[config.mk]
export PLATFORM = sky130hd
export DESIGN_NAME = frame_capture_seq
export DESIGN_NICKNAME = d
export VERILOG_FILES = /design/src/rtl/fcs_pkg.sv /design/src/rtl/fcs_datapath.sv /design/src/rtl/fcs_ctrl.sv /design/src/rtl/frame_capture_seq.sv
export SDC_FILE = /design/constraint.sdc
export NUM_CORES = 1
export LEC_CHECK = 0
export BUFFER_PORTS_ARGS = -buffer_cell sky130_fd_sc_hd__buf_2
export CORE_MARGIN = 4
export CORE_UTILIZATION = 55
export DETAILED_ROUTE_END_ITERATION = 8
export MAX_ROUTING_LAYER = met4
export PLACE_DENSITY = 0.81
export SYNTH_ARGS = -nofsm -noshare
export SYNTH_HDL_FRONTEND = slang
export SYNTH_SLANG_ARGS = --single-unit
export TNS_END_PERCENT = 5
[constraint.sdc]
create_clock -name clk -period 9.2 [get_ports clk]
set_clock_uncertainty 0.1 [all_clocks]
set_input_delay 0.46 -clock clk [delete_from_list [all_inputs] [get_ports clk]]
set_output_delay 0.46 -clock clk [all_outputs]
set_load 0.01 [all_outputs]
[src/rtl/fcs_pkg.sv]
`timescale 1ns/1ps
package fcs_pkg;
  localparam int RegAw = 5;
  localparam int RegDw = 32;
  localparam int DimW  = 16;

  localparam logic [RegAw-1:0] OffBase  = 5'h00;
  localparam logic [RegAw-1:0] OffPitch = 5'h04;
  localparam logic [RegAw-1:0] OffDim   = 5'h08;
  localparam logic [RegAw-1:0] OffCtrl  = 5'h0C;
  localparam logic [RegAw-1:0] OffProg  = 5'h10;

  localparam int BitGo    = 0;
  localparam int BitIrqEn = 2;
  localparam int BitAbort = 14;
  localparam int BitPwrDn = 21;

  localparam logic [7:0] IdTag = 8'h54;
  localparam logic [1:0] IdRev = 2'b01;

  typedef enum logic {SeqIdle, SeqActive} seqState_t;

  // Strobes from the sequencer control to the datapath
  typedef struct packed {
    logic frameStart;   // load line address, clear progress
    logic lineAdvance;  // line committed: step address and progress
    logic frameEnd;     // block goes idle
  } seqStrobe_t;
endpackage

[src/rtl/fcs_datapath.sv]
`timescale 1ns/1ps
module fcs_datapath
  import fcs_pkg::*;
#(
  parameter int AddrW     = 32,
  parameter int MaxHeight = 4088
) (
  input  logic             clk,
  input  logic             rstN,
  input  logic             wrEn,
  input  logic [RegAw-1:0] regAddr,
  input  logic [RegDw-1:0] wrData,
  input  seqStrobe_t       strobes,
  input  logic             busy,
  output logic [RegDw-1:0] rdData,
  output logic             goReq,
  output logic             abortReq,
  output logic             lastLine,
  output logic             heightZero,
  output logic [AddrW-1:0] lineAddr,
  output logic [AddrW-1:0] pitchVal,
  output logic [DimW-1:0]  widthVal,
  output logic [DimW-1:0]  progressVal,
  output logic             irq
);
  localparam logic [DimW-1:0] HeightCap = DimW'(MaxHeight);

  logic [AddrW-1:0] baseReg, pitchReg, curAddr;
  logic [DimW-1:0]  widthReg, heightReg, progReg;
  logic             irqEnReg, pwrDnReg, irqFlag;
  logic             ctrlWr;
  logic [DimW-1:0]  heightIn;

  assign ctrlWr   = wrEn && (regAddr == OffCtrl);
  assign goReq    = ctrlWr && wrData[BitGo] && !wrData[BitPwrDn];
  assign abortReq = ctrlWr && wrData[BitAbort];
  assign heightIn = wrData[31:16];

  assign heightZero  = (heightReg == '0);
  assign lastLine    = (DimW'(progReg + 1'b1) == heightReg);
  assign lineAddr    = curAddr;
  assign pitchVal    = pitchReg;
  assign widthVal    = widthReg;
  assign progressVal = progReg;
  assign irq         = irqFlag;

  always_ff @(posedge clk) begin
    if (!rstN) begin
      baseReg   <= '0;
      pitchReg  <= '0;
      widthReg  <= '0;
      heightReg <= '0;
      irqEnReg  <= 1'b0;
      pwrDnReg  <= 1'b0;
      curAddr   <= '0;
      progReg   <= '0;
      irqFlag   <= 1'b0;
    end else begin
      if (wrEn) begin
        case (regAddr)
          OffBase:  baseReg  <= {wrData[AddrW-1:2], 2'b00};
          OffPitch: pitchReg <= {wrData[AddrW-1:4], 4'h0};
          OffDim: begin
            widthReg  <= wrData[15:0];
            heightReg <= (heightIn > HeightCap) ? HeightCap : heightIn;
          end
          OffCtrl: begin
            irqEnReg <= wrData[BitIrqEn];
            pwrDnReg <= wrData[BitPwrDn];
          end
          default: ;
        endcase
      end
      if (strobes.frameStart) begin
        curAddr <= baseReg;
        progReg <= '0;
      end else if (strobes.lineAdvance) begin
        curAddr <= curAddr + pitchReg;
        progReg <= progReg + 1'b1;
      end
      // A clearing write wins over a frame end in the same cycle
      if (ctrlWr && !wrData[BitIrqEn]) irqFlag <= 1'b0;
      else if (strobes.frameEnd && (ctrlWr ? wrData[BitIrqEn] : irqEnReg)) irqFlag <= 1'b1;
    end
  end

  always_comb begin
    case (regAddr)
      OffBase:  rdData = RegDw'(baseReg);
      OffPitch: rdData = RegDw'(pitchReg);
      OffDim:   rdData = {heightReg, widthReg};
      OffCtrl:  rdData = {IdTag, IdRev, pwrDnReg, 18'b0, irqEnReg, busy, 1'b0};
      OffProg:  rdData = RegDw'(progReg);
      default:  rdData = '0;
    endcase
  end

  AST_IRQ_HOLD: assert property (@(posedge clk) disable iff (!rstN)
    irqFlag && !(ctrlWr && !wrData[BitIrqEn]) |=> irqFlag);
endmodule

[src/rtl/fcs_ctrl.sv]
`timescale 1ns/1ps
module fcs_ctrl
  import fcs_pkg::*;
(
  input  logic       clk,
  input  logic       rstN,
  input  logic       goReq,
  input  logic       abortReq,
  input  logic       memAck,
  input  logic       lastLine,
  input  logic       heightZero,
  output seqStrobe_t strobes,
  output logic       busy,
  output logic       memReq
);
  seqState_t state, stateNext;

  always_comb begin
    stateNext = state;
    strobes   = '0;
    case (state)
      SeqIdle: begin
        if (goReq) begin
          strobes.frameStart = 1'b1;
          if (heightZero) strobes.frameEnd = 1'b1;
          else            stateNext = SeqActive;
        end
      end
      SeqActive: begin
        if (abortReq) begin
          strobes.frameEnd = 1'b1;
          stateNext = SeqIdle;
        end else if (memAck) begin
          strobes.lineAdvance = 1'b1;
          if (lastLine) begin
            strobes.frameEnd = 1'b1;
            stateNext = SeqIdle;
          end
        end
      end
      default: stateNext = SeqIdle;
    endcase
  end

  always_ff @(posedge clk) begin
    if (!rstN) state <= SeqIdle;
    else       state <= stateNext;
  end

  assign busy   = (state == SeqActive);
  assign memReq = busy;

  AST_ZERO_HEIGHT: assert property (@(posedge clk) disable iff (!rstN)
    !busy && goReq && heightZero |=> !busy);
endmodule

[src/rtl/frame_capture_seq.sv]
`timescale 1ns/1ps
module frame_capture_seq
  import fcs_pkg::*;
#(
  parameter int AddrW     = 32,
  parameter int MaxHeight = 4088
) (
  input  logic             clk,
  input  logic             rstN,
  input  logic             wrEn,
  input  logic [4:0]       regAddr,
  input  logic [31:0]      wrData,
  output logic [31:0]      rdData,
  output logic             memReq,
  output logic [AddrW-1:0] memAddr,
  output logic [15:0]      memLen,
  input  logic             memAck,
  output logic             irq
);
  seqStrobe_t       strobes;
  logic             busy, goReq, abortReq, lastLine, heightZero;
  logic [AddrW-1:0] pitchVal;
  logic [DimW-1:0]  progressVal;

  fcs_ctrl uCtrl (
    .clk        (clk),
    .rstN       (rstN),
    .goReq      (goReq),
    .abortReq   (abortReq),
    .memAck     (memAck),
    .lastLine   (lastLine),
    .heightZero (heightZero),
    .strobes    (strobes),
    .busy       (busy),
    .memReq     (memReq)
  );

  fcs_datapath #(.AddrW(AddrW), .MaxHeight(MaxHeight)) uPath (
    .clk         (clk),
    .rstN        (rstN),
    .wrEn        (wrEn),
    .regAddr     (regAddr),
    .wrData      (wrData),
    .strobes     (strobes),
    .busy        (busy),
    .rdData      (rdData),
    .goReq       (goReq),
    .abortReq    (abortReq),
    .lastLine    (lastLine),
    .heightZero  (heightZero),
    .lineAddr    (memAddr),
    .pitchVal    (pitchVal),
    .widthVal    (memLen),
    .progressVal (progressVal),
    .irq         (irq)
  );

  logic ctrlWrite, abortWrite;
  assign ctrlWrite  = wrEn && (regAddr == OffCtrl);
  assign abortWrite = ctrlWrite && wrData[BitAbort];

  AST_REQ_HOLD: assert property (@(posedge clk) disable iff (!rstN)
    memReq && !memAck && !abortWrite |=> memReq && $stable(memAddr));
  AST_ADDR_STEP: assert property (@(posedge clk) disable iff (!rstN)
    memReq && memAck && !lastLine && !abortWrite |=>
      memReq && (memAddr == $past(memAddr) + $past(pitchVal)));
  AST_PROG_STEP: assert property (@(posedge clk) disable iff (!rstN)
    memReq && memAck && !abortWrite |=> progressVal == $past(progressVal) + 16'd1);
  AST_DONE_IDLE: assert property (@(posedge clk) disable iff (!rstN)
    memReq && memAck && lastLine && !abortWrite |=> !memReq);
  AST_ABORT_STOP: assert property (@(posedge clk) disable iff (!rstN)
    memReq && abortWrite |=> !memReq && !busy);
  AST_PD_BLOCK: assert property (@(posedge clk) disable iff (!rstN)
    !busy && ctrlWrite && wrData[BitPwrDn] |=> !busy);
endmodule

==> out/metrics.cfg <==
[global_routing]
grt_pass1_wl_mm = 38.4
track_usage_pct = 30.3
grtUsageMet3_pct = 6.83
grt_start_max_net_pins = 76
grt_pass1_vias = 7290
busiest_layer = met2
met2_usage_pct = 44.9
grt_antenna_before_repair = 0
grt_remaining_overflow = 0
grt.met1_usage_pct = 40.9

[route]
vias = 7832
wl_per_cell_um = 19.2
routed_wl_mm = 24.4
dr.pass1.iters = 7
ant_nets = 0
drc_errors = 0
drt_iter0_drc = 1039
viasPerCell = 6.17

[synth]
synth_edf_count = 0
ys_types = 68
async_flop_share_pct = 0
synth_top_area_cell = dfxtp_1
ys_ff_latch = 140
netlist_instances = 995
synth.top_cells.by_area = dfxtp_1, nand2_1, a21boi_0
seq_area_frac_synth_pct = 35.4
syn_avg_cell_area_sq_um = 7.96
mappedNetlistArea_sq_um = 7920
yosysTopAreaCellShare_pct = 35.4
yosys_warnings = 0
synthFlopType = dfxtp_1

[floorplan]
io_pins = 123
fp.dieH_um = 128
initial_core_util_pct = 56.6
die_width_um = 128
core_sq_um = 14000
dieArea_sq_um = 16400
rows = 43

[clocking]
cts_made_buffers = 17
clock-sinks = 140
cts_resized = 0
h-tree-depth = 4
clockBufferDepth = 2
cts_tree = built
path_clk_slew_ps = 60
clk_latency_ps = 420
postCtsSetupBuffers = 0
cts_root_buffer = clkbuf_16
hold_buffers = 0

[power_and_ir_drop]
power.internal_uw = 1060
vdd_ir_drop_max_mv = 0.119
swShare_pct = 22.5
pwr_density_cell_nw_per_um2 = 150
pwr-share-seq_pct = 44.7
power.leakage_uw = 0.00370
clkPwrFrac_pct = 51.0
switchingPower_uw = 308
p_total_uw = 1370
pwr-share-comb_pct = 4.3

[setup_path]
reg2regPathDepth = 10
slowest_stage = nor2_2
cp_max_fo = 26
crit_path_cell_trace = buf_2, nor3_2, nand4_1, o21a_1, and2_1, buf_4, nor2_2, a22o_1, nand2_1, o21ai_0
critPathKind = primary input to register
reg2reg_setup_slack_ps = 5800
end_kind = register
r2r-start = uPath.pitchVal[4]
crit_arrival_ps = 3640
cp-start-kind = primary input
cp_slowest_stage_delay_ps = 950
required_ps = 9440
r2r_end = uPath.lineAddr[30]

[hold_path]
hold_class = primary input to register
hp-start = wrData[1]
hold_end = uPath.widthVal[1]
whs_path_depth = 3

[cells_and_area]
layout-drive-gt1-share_pct = 17.4
synthToLayoutAreaGrowth_pct = 15.5
num_antenna_cells = 0
nFillCells = 1209
num-nets-final = 1146

[placement]
gp_congestion = 0.917
dp_slack_ps = 5470
place_hpwl_mm = 17.2
numPortBuffers = 120

[sta]
setup_tns_ps = 0
post-route-period-util_pct = 37.0
rsz0062_at_grt = false
max_slew_margin_pct = 18.0
setup_ws_ps = 5790
tightestPinTransition_ps = 1230
fmax_mhz = 294
fin_crit_ps = 3410
drv_slew = 0
setup_viol_count_final = 0
finalHoldViolations = 0

[run]
max_cap_viol_count = 0

[status]
status = finished clean

layer usage:
metal	share of wire (%)	routed length (um)
met1	43	10400
met3	11	2570
met5	0	0
met2	45	10900
met4	2.2	535
critical path: cells and delay by family:
| kind | cells | cell delay (ps) |
|---|---|---|
| buffers and inverters | 2 | 320 |
| AOI/OAI and AO/OA | 3 | 690 |
| and+or+nand+nor | 5 | 2150 |
power by group through the flow:
| stage | registers [uW] | logic, uW | clock network [uW] |
|---|---|---|---|
| global route | 613 | 62.7 | 728 |
| floorplan | 625 | 32.7 | 0 |
| detailed placement | 626 | 56.8 | 0 |
| finish | 613 | 58.3 | 699 |
| CTS | 613 | 57.0 | 699 |
| global placement | 626 | 56.7 | 0 |
per-stage QoR:
stage | cells | utilization [%] | cell area, sq um | hold WS [ps]
4_1_cts | 1269 | 65.3 | 9140 | 192
2_1_floorplan | 996 | - | 7920 | 354
5_1_grt | 1269 | 65.4 | 9140 | 198
3_5_place_dp | 1237 | 61.1 | 8550 | 362
6_report | 1269 | 65.4 | 9140 | 193
3_3_place_gp | 1237 | 61.1 | 8550 | 353
synth_stat cells, types with 3 or more instances:
cell,instances
xor2_1,23
nand4_1,6
buf_2,6
o21bai_1,3
xnor2_1,37
buf_1,6
a221oi_1,6
a21o_1,12
and3_1,12
mux2_2,7
mux2i_1,13
a21boi_0,84
nor4_1,9
o211ai_1,3
o21ai_0,29
or2_2,3
o21a_1,4
a222oi_1,13
nor3b_1,8
nor2b_1,13
nand3_1,10
clkbuf_1,53
nand2b_1,3
a22oi_1,14
or3_1,7
nor2_1,66
a31oi_1,4
a22o_1,9
inv_1,10
ha_1,28
dfxtp_1,140
a21oi_1,37
and2_1,9
o221a_2,7
a211oi_1,3
nor3_1,17
nand2_1,245
registers in the layout, indices dropped and copies added (netlist names):
register / flops
uPath.pitchVal: 28
uPath.irq: 1
uPath.lineAddr: 30
uPath.heightReg: 16
uPath.irqEnReg: 1
uPath.baseReg: 30
uPath.progressVal: 16
uPath.pwrDnReg: 1
uCtrl.busy: 1
uPath.widthVal: 16
logic make-up after synthesis:
logic type	Yosys count	synth area share, %
compound gates	250	23.3
xor+xnor	60	6.64
fa+ha+maj	29	4.68
buf+inv	77	3.84
flops	140	35.4
mux	22	3.11
other cells	1	0.0474
simple gates	416	23.0
cell type report:
type                    count  area [sq um]  area share, %
clock buffers              20           447           4.89
clock inverters            12           145           1.59
inverters                  10          37.5          0.411
multi-input cells         779          4830           52.8
flip-flops and latches    140          2800           30.7
well taps                 180           225           2.46
repair buffers            128           661           7.22
worst max-delay path by stage:
stage	from	endpoint	slack, ps	depth (start not counted)
finish	regAddr[4]	uPath.lineAddr[27]	5790	10
detailed placement	regAddr[4]	uPath.lineAddr[30]	5470	10
global route	regAddr[4]	uPath.lineAddr[5]	5520	9
floorplan	uPath.lineAddr[4]	uPath.lineAddr[30]	6120	10
CTS	regAddr[4]	rdData[14]	5800	6
global placement	regAddr[4]	uPath.lineAddr[30]	5550	10
cell usage in the layout (no fill, tap or decap), drive strengths merged, types with 18 or more instances in the layout:
cell / Yosys / layout
a21boi: 84 / 84
a21oi: 37 / 37
buf: 14 / 128
clkbuf: 53 / 20
dfxtp: 140 / 140
ha: 28 / 28
nand2: 245 / 245
nor2: 66 / 66
nor3: 18 / 18
o21ai: 31 / 31
xnor2: 37 / 37
xor2: 23 / 23
(Power assumes the default switching activity.)
